==> src/rtl/cic_pkg.sv <==
package cic_pkg;
  function automatic int acc_width(int dw, int st, int mr, int md);
    return dw + st * $clog2(mr * md);
  endfunction

  function automatic int idx_width(int n);
    return (n > 1) ? $clog2(n) : 1;
  endfunction
endpackage

==> src/rtl/cic_ctrl.sv <==
module cic_ctrl #(
  parameter int CHANNELS = 2,
  parameter int MAX_RATE = 16,
  parameter int MAX_DLY  = 4,
  parameter int DEF_RATE = 4,
  parameter int DEF_DLY  = 1,
  parameter int CH_W     = 1,
  parameter int RATE_W   = 5,
  parameter int DLY_W    = 3
) (
  input  logic              clk_i,
  input  logic              rst_ni,
  input  logic              ce_i,
  input  logic              clr_i,
  input  logic              vld_i,
  input  logic              start_i,
  input  logic [RATE_W-1:0] rate_i,
  input  logic              rate_set_i,
  input  logic [DLY_W-1:0]  dly_i,
  input  logic              dly_set_i,
  output logic [CH_W-1:0]   ch_o,
  output logic              fire_o,
  output logic              flush_o,
  output logic [DLY_W-1:0]  dly_eff_o,
  output logic [RATE_W-1:0] rate_cur_o,
  output logic [DLY_W-1:0]  dly_cur_o
);
  logic [CH_W-1:0]   ptr_q;
  logic [RATE_W-1:0] phase_q [CHANNELS];
  logic [RATE_W-1:0] rate_q, rate_pend_q, rate_eff, ph_eff;
  logic [DLY_W-1:0]  dly_q, dly_pend_q;
  logic              rate_pv_q, dly_pv_q;
  logic              rate_ok, dly_ok;

  assign rate_ok = rate_set_i && rate_i >= RATE_W'(2) && rate_i <= RATE_W'(MAX_RATE);
  assign dly_ok  = dly_set_i && dly_i >= DLY_W'(1) && dly_i <= DLY_W'(MAX_DLY);

  assign flush_o   = vld_i && start_i && (rate_pv_q || dly_pv_q);
  assign ch_o      = start_i ? '0 : ptr_q;
  assign rate_eff  = (flush_o && rate_pv_q) ? rate_pend_q : rate_q;
  assign dly_eff_o = (flush_o && dly_pv_q) ? dly_pend_q : dly_q;
  assign ph_eff    = flush_o ? '0 : phase_q[ch_o];
  assign fire_o    = vld_i && (ph_eff == rate_eff - RATE_W'(1));

  assign rate_cur_o = rate_q;
  assign dly_cur_o  = dly_q;

  always_ff @(posedge clk_i or negedge rst_ni) begin
    if (!rst_ni) begin
      ptr_q       <= '0;
      rate_q      <= RATE_W'(DEF_RATE);
      dly_q       <= DLY_W'(DEF_DLY);
      rate_pend_q <= '0;
      dly_pend_q  <= '0;
      rate_pv_q   <= 1'b0;
      dly_pv_q    <= 1'b0;
      for (int c = 0; c < CHANNELS; c++) phase_q[c] <= '0;
    end else if (ce_i) begin
      if (clr_i) begin
        ptr_q <= '0;
        for (int c = 0; c < CHANNELS; c++) phase_q[c] <= '0;
      end else begin
        if (flush_o) begin
          rate_q <= rate_eff;
          dly_q  <= dly_eff_o;
          for (int c = 0; c < CHANNELS; c++) phase_q[c] <= '0;
        end
        if (vld_i) begin
          phase_q[ch_o] <= fire_o ? '0 : ph_eff + RATE_W'(1);
          ptr_q         <= (ch_o == CH_W'(CHANNELS - 1)) ? '0 : ch_o + CH_W'(1);
        end
        if (rate_ok) begin
          rate_pend_q <= rate_i;
          rate_pv_q   <= 1'b1;
        end else if (flush_o) begin
          rate_pv_q   <= 1'b0;
        end
        if (dly_ok) begin
          dly_pend_q <= dly_i;
          dly_pv_q   <= 1'b1;
        end else if (flush_o) begin
          dly_pv_q   <= 1'b0;
        end
      end
    end
  end
endmodule

==> src/rtl/cic_integ_bank.sv <==
module cic_integ_bank #(
  parameter int ACC_W    = 26,
  parameter int STAGES   = 3,
  parameter int CHANNELS = 2,
  parameter int CH_W     = 1
) (
  input  logic                    clk_i,
  input  logic                    rst_ni,
  input  logic                    ce_i,
  input  logic                    clr_i,
  input  logic                    wr_i,
  input  logic [CH_W-1:0]         ch_i,
  input  logic signed [ACC_W-1:0] x_i,
  output logic signed [ACC_W-1:0] sum_o
);
  logic signed [ACC_W-1:0] acc_q [CHANNELS][STAGES];
  logic signed [ACC_W-1:0] nxt   [STAGES+1];

  assign nxt[0] = x_i;
  for (genvar s = 0; s < STAGES; s++) begin : g_stage
    assign nxt[s+1] = acc_q[ch_i][s] + nxt[s];
  end
  assign sum_o = nxt[STAGES];

  always_ff @(posedge clk_i or negedge rst_ni) begin
    if (!rst_ni) begin
      for (int c = 0; c < CHANNELS; c++)
        for (int s = 0; s < STAGES; s++) acc_q[c][s] <= '0;
    end else if (ce_i) begin
      if (clr_i) begin
        for (int c = 0; c < CHANNELS; c++)
          for (int s = 0; s < STAGES; s++) acc_q[c][s] <= '0;
      end else if (wr_i) begin
        for (int s = 0; s < STAGES; s++) acc_q[ch_i][s] <= nxt[s+1];
      end
    end
  end
endmodule

==> src/rtl/cic_comb_bank.sv <==
module cic_comb_bank #(
  parameter int ACC_W    = 26,
  parameter int STAGES   = 3,
  parameter int CHANNELS = 2,
  parameter int MAX_DLY  = 4,
  parameter int CH_W     = 1,
  parameter int DLY_W    = 3
) (
  input  logic                    clk_i,
  input  logic                    rst_ni,
  input  logic                    ce_i,
  input  logic                    clr_i,
  input  logic                    flush_i,
  input  logic                    wr_i,
  input  logic [CH_W-1:0]         ch_i,
  input  logic [DLY_W-1:0]        dly_i,
  input  logic signed [ACC_W-1:0] x_i,
  output logic signed [ACC_W-1:0] y_o
);
  localparam int TAP_W = cic_pkg::idx_width(MAX_DLY);

  logic signed [ACC_W-1:0] hist_q [CHANNELS][STAGES][MAX_DLY];
  logic signed [ACC_W-1:0] stg    [STAGES+1];
  logic [TAP_W-1:0]        tap_idx;

  assign tap_idx = TAP_W'(dly_i - DLY_W'(1));
  assign stg[0]  = x_i;
  for (genvar s = 0; s < STAGES; s++) begin : g_stage
    logic signed [ACC_W-1:0] tap;
    assign tap      = flush_i ? '0 : hist_q[ch_i][s][tap_idx];
    assign stg[s+1] = stg[s] - tap;
  end
  assign y_o = stg[STAGES];

  always_ff @(posedge clk_i or negedge rst_ni) begin
    if (!rst_ni) begin
      for (int c = 0; c < CHANNELS; c++)
        for (int s = 0; s < STAGES; s++)
          for (int j = 0; j < MAX_DLY; j++) hist_q[c][s][j] <= '0;
    end else if (ce_i) begin
      if (clr_i) begin
        for (int c = 0; c < CHANNELS; c++)
          for (int s = 0; s < STAGES; s++)
            for (int j = 0; j < MAX_DLY; j++) hist_q[c][s][j] <= '0;
      end else begin
        if (flush_i) begin
          for (int c = 0; c < CHANNELS; c++)
            for (int s = 0; s < STAGES; s++)
              for (int j = 0; j < MAX_DLY; j++) hist_q[c][s][j] <= '0;
        end
        if (wr_i) begin
          for (int s = 0; s < STAGES; s++) begin
            hist_q[ch_i][s][0] <= stg[s];
            for (int j = 1; j < MAX_DLY; j++)
              hist_q[ch_i][s][j] <= flush_i ? '0 : hist_q[ch_i][s][j-1];
          end
        end
      end
    end
  end
endmodule

==> src/rtl/cic_decim_mc.sv <==
module cic_decim_mc #(
  parameter int DATA_W   = 8,
  parameter int STAGES   = 3,
  parameter int CHANNELS = 2,
  parameter int MAX_RATE = 16,
  parameter int MAX_DLY  = 4,
  parameter int DEF_RATE = 4,
  parameter int DEF_DLY  = 1,
  localparam int RATE_W  = $clog2(MAX_RATE + 1),
  localparam int DLY_W   = $clog2(MAX_DLY + 1),
  localparam int ACC_W   = cic_pkg::acc_width(DATA_W, STAGES, MAX_RATE, MAX_DLY)
) (
  input  logic              clk_i,
  input  logic              rst_ni,
  input  logic              ce_i,
  input  logic              clear_i,
  input  logic [DATA_W-1:0] din_i,
  input  logic              in_valid_i,
  input  logic              in_start_i,
  input  logic [RATE_W-1:0] rate_i,
  input  logic              rate_set_i,
  input  logic [DLY_W-1:0]  dly_i,
  input  logic              dly_set_i,
  output logic [ACC_W-1:0]  dout_o,
  output logic              out_valid_o,
  output logic              out_start_o
);
  localparam int CH_W = cic_pkg::idx_width(CHANNELS);

  logic [CH_W-1:0]         ch;
  logic                    fire, flush;
  logic [DLY_W-1:0]        dly_eff, dly_cur;
  logic [RATE_W-1:0]       rate_cur;
  logic signed [ACC_W-1:0] x_ext, int_sum, comb_y;

  assign x_ext = {{(ACC_W-DATA_W){din_i[DATA_W-1]}}, din_i};

  cic_ctrl #(
    .CHANNELS(CHANNELS), .MAX_RATE(MAX_RATE), .MAX_DLY(MAX_DLY),
    .DEF_RATE(DEF_RATE), .DEF_DLY(DEF_DLY), .CH_W(CH_W),
    .RATE_W(RATE_W), .DLY_W(DLY_W)
  ) u_ctrl (
    .clk_i, .rst_ni, .ce_i, .clr_i(clear_i),
    .vld_i(in_valid_i), .start_i(in_start_i),
    .rate_i, .rate_set_i, .dly_i, .dly_set_i,
    .ch_o(ch), .fire_o(fire), .flush_o(flush), .dly_eff_o(dly_eff),
    .rate_cur_o(rate_cur), .dly_cur_o(dly_cur)
  );

  cic_integ_bank #(
    .ACC_W(ACC_W), .STAGES(STAGES), .CHANNELS(CHANNELS), .CH_W(CH_W)
  ) u_integ (
    .clk_i, .rst_ni, .ce_i, .clr_i(clear_i), .wr_i(in_valid_i),
    .ch_i(ch), .x_i(x_ext), .sum_o(int_sum)
  );

  cic_comb_bank #(
    .ACC_W(ACC_W), .STAGES(STAGES), .CHANNELS(CHANNELS), .MAX_DLY(MAX_DLY),
    .CH_W(CH_W), .DLY_W(DLY_W)
  ) u_comb (
    .clk_i, .rst_ni, .ce_i, .clr_i(clear_i), .flush_i(flush), .wr_i(fire),
    .ch_i(ch), .dly_i(dly_eff), .x_i(int_sum), .y_o(comb_y)
  );

  always_ff @(posedge clk_i or negedge rst_ni) begin
    if (!rst_ni) begin
      dout_o      <= '0;
      out_valid_o <= 1'b0;
      out_start_o <= 1'b0;
    end else if (ce_i) begin
      if (clear_i) begin
        dout_o      <= '0;
        out_valid_o <= 1'b0;
        out_start_o <= 1'b0;
      end else begin
        out_valid_o <= fire;
        out_start_o <= fire && (ch == '0);
        if (fire) dout_o <= comb_y;
      end
    end
  end
endmodule

==> config.mk <==
export PLATFORM = sky130hd
export DESIGN_NAME = cic_decim_mc
export DESIGN_NICKNAME = d
export VERILOG_FILES = /design/src/rtl/cic_pkg.sv /design/src/rtl/cic_ctrl.sv /design/src/rtl/cic_integ_bank.sv /design/src/rtl/cic_comb_bank.sv /design/src/rtl/cic_decim_mc.sv
export SDC_FILE = /design/constraint.sdc
export NUM_CORES = 2
export LEC_CHECK = 0
export BUFFER_PORTS_ARGS = -buffer_cell sky130_fd_sc_hd__clkbuf_2
export CAP_MARGIN = 0
export CORE_ASPECT_RATIO = 1.1
export CORE_UTILIZATION = 30
export DETAILED_ROUTE_END_ITERATION = 10
export PLACE_DENSITY = 0.56
export SLEW_MARGIN = 10
export SYNTH_ARGS = -nofsm -noshare
export SYNTH_HDL_FRONTEND = slang
export SYNTH_SLANG_ARGS = --single-unit
==> constraint.sdc <==
create_clock -name clk_i -period 17.25 [get_ports clk_i]
set_input_delay 3.45 -clock clk_i [delete_from_list [all_inputs] [get_ports clk_i]]
set_output_delay 3.45 -clock clk_i [all_outputs]
set_load 0.01 [all_outputs]
=== Word-level counts from Yosys, hierarchy flattened ===
Cells that the tools add are included.

* Register bits after elaboration: 837
* Output and inout bits: 28
* Logic and storage cells: 192
* Bits of input ports: 24

* Eq/ne operators: 1
* Order comparisons: 7
* Mux-type cells: 105
* Add/sub/neg operators: 10
* Bitwise operators: 4
* Reduce and logical (&&, ||, !) cells: 23

{| class="wikitable"
|+ Operators by type and width
! kind !! count
|-
| bitwise mux 624 bit || 12
|-
| demux 312 bit (select 1 bit) || 12
|-
| 2-to-1 mux 624 bit || 5
|-
| 2-to-1 mux 312 bit || 4
|-
| 2-to-1 mux 26 bit || 22
|-
| bitwise mux 156 bit || 3
|-
| 2-to-1 mux 156 bit || 3
|-
| 2-to-1 mux 78 bit || 5
|-
| 2-to-1 mux 286 bit || 1
|-
| 2-to-1 mux 260 bit || 1
|-
| demux 78 bit (select 1 bit) || 3
|-
| 2-to-1 mux 234 bit || 1
|-
| 2-to-1 mux 208 bit || 1
|-
| 2-to-1 mux 182 bit || 1
|-
| binary-select mux 26 bit (select 2 bit) || 3
|-
| 2-to-1 mux 130 bit || 1
|-
| 2-to-1 mux 104 bit || 1
|-
| 2-to-1 mux 52 bit || 2
|-
| subtractor 26 bit || 3
|-
| adder 26 bit || 2
|-
| 2-to-1 mux 10 bit || 5
|-
| 2-to-1 mux 5 bit || 7
|-
| adder 26 x 8 -> 26 bit || 1
|-
| AND reduction 3 bit || 5
|-
| 23 further kinds || 46
|}

=== Logic depth before layout (Yosys ltp) ===
* Depth in word-level cells: 22
* Mapped depth: 58
* Mapped depth without buffers: 51

=== Hierarchy ===
From an unflattened synthesis, not the netlist that was laid out.

* Cells, all modules: 4,022
* Area, all modules: 44,463.9 um^2

{| class="wikitable"
|+ By module, submodules not included
! module !! instances !! cells each !! area each (um^2) !! seq. area each (um^2)
|-
| cic_comb_bank || 1 || 2,754 || 31,271.2 || 15,615.0
|-
| cic_integ_bank || 1 || 947 || 9,897.0 || 3,903.7
|-
| cic_ctrl || 1 || 171 || 1,702.9 || 728.2
|-
| cic_decim_mc || 1 || 150 || 1,592.8 || 700.7
|}

=== Worst setup path before layout ===
No wires, ideal clock.

* Path kind: input port to flip-flop
* Start: in in_start_i
* End: reg dout_o[25]
* Library setup time: 0.076 ns
* Path slack: 3.068 ns
* Arrival: 14.106 ns
* Cell stages on the path: 55
* Buffers on the path: 7
* Path through: nor2b_1 -> buf_2 -> clkbuf_1 -> clkbuf_1 -> buf_1 -> clkbuf_1 -> clkbuf_1 -> nand2_1 -> nand2_1 -> ha_1 -> a21o_2 -> a21oi_1 -> o21ai_0 -> a21o_1 -> a21o_1 -> a21oi_1 -> o21ai_0 -> a21oi_1 -> [... 19 more ...] -> o21ai_0 -> a21oi_1 -> xor2_1 -> ha_1 -> a21oi_1 -> inv_1 -> a2111oi_0 -> o31a_1 -> nor2_1 -> a21oi_1 -> xnor2_1 -> ha_1 -> or4_1 -> a31oi_1 -> o21ai_0 -> xnor2_1 -> xnor3_1 -> o21ai_1

* Longest elaborated chain between the ends: 15
* Elaborated cells on any way between the ends: 45
* Classes of those cells: add/sub (8); eq/ne (1); mux (27); bitwise (2); reduce/logical (7)

{| class="wikitable"
|+ Ends and longest elaborated chain
! what !! line !! RTL
|-
| start, declared || cic_decim_mc.sv:19 || <nowiki>input logic in_start_i,</nowiki>
|-
| parallel branches: the longest is 15 deep, another holds adder 26 x 8 -> 26 bit || -- ||
|-
| end signal, assigned || cic_decim_mc.sv:78 || <nowiki>if (fire) dout_o <= comb_y;</nowiki>
|-
| end, declared || cic_decim_mc.sv:24 || <nowiki>output logic [ACC_W-1:0] dout_o,</nowiki>
|}

Several ways; the timed one is not identified. The select of a mux whose other input is x is not followed.
A chain may end at the register's enable or synchronous reset.

=== Worst setup path after layout ===
Ends and elaborated chain as after synthesis.

==> run summary <==
Required @ worst endpoint = 17.86 ns
First DRT Iteration DRCs = 2768
Synth top area share = 0.476
antenna violations before repair = 1
hold buffer count at cts = 0
Non-Filler Instances = 6230
Buf/Inv on CP = 3
antenna cells = 0
post-synthesis cell type count = 83
net count after synthesis = 4514
layout cell share with drive strength beyond 1 = 0.0927
top post-synthesis cells by area = dfrtp_1 (48%), a22o_1 (7.7%), nand2_1 (5.9%)
Starting Density = 0.303
min-delay src = u_comb.hist_q[262]$_DFFE_PN0P_
Post-synth EDFFs = 0
cell area after synthesis = 43800 um^2
FF-to-FF End = dout_o[25]$_DFFE_PN0P_
Rows = 146
# H-tree levels = 3
Slew Viols, Final = 0
# DRC = 0
Final ANT Viol Nets = 0
post-synthesis sequential area ratio = 0.477
root buf cell = clkbuf_16
worst flop-to-flop path startpoint = u_ctrl.ptr_q$_DFFE_PN0P_
Clock Skew = 0.0396 ns
Die Span X = 366 um
aggregate global-route resource usage = 0.171
CTS buffer count = 92
Clock Path Buffers = 3
Hold Violations, Final = 0
Syn Area/Cell = 10.1 um^2
wirelength, routed = 127 mm
Area Overhead vs Synth = 12.3%
Tmin final = 14.05 ns
CP startpoint kind = input port
relative max-transition margin = 0.220
Top-Level Pins = 52
postcts setup bufs = 0
vias in the first global route = 33300
die height = 403 um
Clock Latency Late Sink = 0.71 ns
post-cts sizing count = 0
fraction of registers with async set/reset = 1.00
Worst Path Max Fanout = 31
Hold EP = u_comb.hist_q[262]$_DFFE_PN0P_
wire length per cell = 20.4 um
worst r2r path cells = 32
cell mode on critical path = a21oi_1
first-pass GRT wire length = 202 mm
final setup violation count = 0
Yosys warning count = 0
port bufs = 51
CP max stage delay = 0.53 ns
RSZ-0062 raised after global routing = false
setup_tns = 0 ns
worst-margin pin slew = 1.17 ns
GPL Wtd Cong = 0.854
fmax = 71.2 MHz
Mapped Cells = 4327
Pre-antenna DRT Iters = 7
Yosys top cell by area = dfrtp_1
GRT overflow = 0
CTS tree = yes
clock sinks = 835
Top delay family on crit path = compound AO/OA/AOI/OAI gates
Clk pin slew, worst setup/hold paths = 0.06 ns
Vias/cell = 5.39
CP Class = in -> reg
number of nets in the layout = 4419
Die ar. = 148000 um^2
Core Area = 144000 um^2
hpwl dp = 76.7 mm
Inst Count DP = 6062
Synth Register Bits = 835
max-cap violations = 0
status = finished clean
routed via count = 33600
Primary FF master, synth = dfrtp_1
largest net degree at the start of global routing = 185
# fillers = 14400
fin crit share = 0.815
Reg2Reg Setup Slack = 5.64 ns
data arrival time of the worst path = 14.67 ns
HP Class = reg -> reg
Crit-path slowest cell = or4_1
Worst setup EP type = flip-flop
Hold Path Stages = 2
state kept, by name, summed over array words and instances, names as in the netlist:
register,flops
u_comb.hist_q,624
u_integ.acc_q,156
dout_o,26
u_ctrl.phase_q,10
u_ctrl.rate_cur_o,5
u_ctrl.rate_pend_q,5
u_ctrl.dly_cur_o,2
u_ctrl.dly_pend_q,2
out_start_o,1
out_valid_o,1
u_ctrl.dly_pv_q,1
u_ctrl.ptr_q,1
u_ctrl.rate_pv_q,1
cells by family (layout without fill, tap and decap cells):
logic type	Yosys count	count (layout)	synth area share
xor+xnor	135	135	0.0276
flops	835	835	0.477
buf+inv	369	348	0.0323
simple gates	1092	1092	0.102
mux	251	251	0.0803
compound gates	1482	1482	0.234
fa+ha+maj	163	163	0.0476
through the flow:
step           area, um^2  worst slack, ns  utilization  hold slack [ns]
5_1_grt             49200             2.43        0.341            0.498
2_1_floorplan       43800             3.07            -            0.449
6_report            49200             3.20        0.341            0.477
3_5_place_dp        46000             2.59        0.319            0.469
4_1_cts             49200             3.36        0.341            0.482
3_3_place_gp        46000             2.66        0.319            0.460
metal layers:
metal	share of wire	track usage	vias up
met5	0	0	-
met1	0.47	0.240	17100
met4	0.026	0.0482	0
met2	0.47	0.275	733
li1	-	-	15600
met3	0.038	0.0206	176
worst min-delay path, cell delays in order (launching register included):
cell and delay, ns:
dfrtp_1 0.34, nand2_1 0.05, o21ai_0 0.06
cell usage in the layout, fill, tap and decap left out, types with 55 or more instances in the layout:
cell and n:
ha_1 157, o21ai_0 457, a21o_1 55, dfrtp_1 833
mux2i_1 163, clkbuf_16 93, buf_4 60, a22o_1 383
nand2_1 692, o2bb2ai_1 55, a22oi_1 55, xnor2_1 90
a211oi_1 151, mux4_2 80, a21oi_1 117, nor2_1 249
inv_1 64, o21ai_1 65
Yosys cell counts (6+ instances only):
| master | number |
|---|---|
| mux2_2 | 6 |
| a22o_1 | 383 |
| o211ai_1 | 19 |
| o21a_1 | 28 |
| nand4_1 | 11 |
| xnor2_1 | 90 |
| nor2_1 | 253 |
| o21bai_1 | 12 |
| a21o_1 | 55 |
| nand2_1 | 693 |
| nand2b_1 | 22 |
| a21oi_1 | 117 |
| fa_1 | 6 |
| ha_1 | 157 |
| a22oi_1 | 55 |
| and3_1 | 16 |
| a31oi_1 | 7 |
| buf_2 | 25 |
| nor2b_1 | 16 |
| buf_1 | 32 |
| dfrtp_1 | 833 |
| nand3_1 | 22 |
| o21ai_1 | 68 |
| xor2_1 | 43 |
| o21ai_0 | 457 |
| and2_1 | 6 |
| mux2i_1 | 165 |
| o2bb2ai_1 | 55 |
| a211oi_1 | 151 |
| inv_1 | 64 |
| clkbuf_1 | 247 |
| o31ai_1 | 10 |
| nor3_1 | 17 |
| mux4_2 | 80 |
worst max-delay path by stage:
stage | cells after the start | slack, ns | endpoint | start
finish | 50 | 3.20 | dout_o[25]$_DFFE_PN0P_ | in_start_i
global route | 50 | 2.43 | dout_o[25]$_DFFE_PN0P_ | in_start_i
CTS | 33 | 3.36 | dout_o[25]$_DFFE_PN0P_ | in_start_i
detailed placement | 33 | 2.59 | dout_o[25]$_DFFE_PN0P_ | in_start_i
global placement | 50 | 2.66 | dout_o[25]$_DFFE_PN0P_ | in_start_i
floorplan | 55 | 3.07 | dout_o[25]$_DFFE_PN0P_ | in_start_i
layout make-up:
type / count / area (um^2) / area share
inverter: 65 / 244 / 0.00496
clock buffer: 134 / 2740 / 0.0557
sequential: 835 / 20900 / 0.424
clock inverter: 34 / 453 / 0.00920
multi-input combinational: 3123 / 21700 / 0.441
timing repair buffer: 115 / 796 / 0.0162
tap: 1924 / 2410 / 0.0489
Power is not shown: default switching activity piles up to over one toggle a cycle in this logic, so the estimate is an artifact.
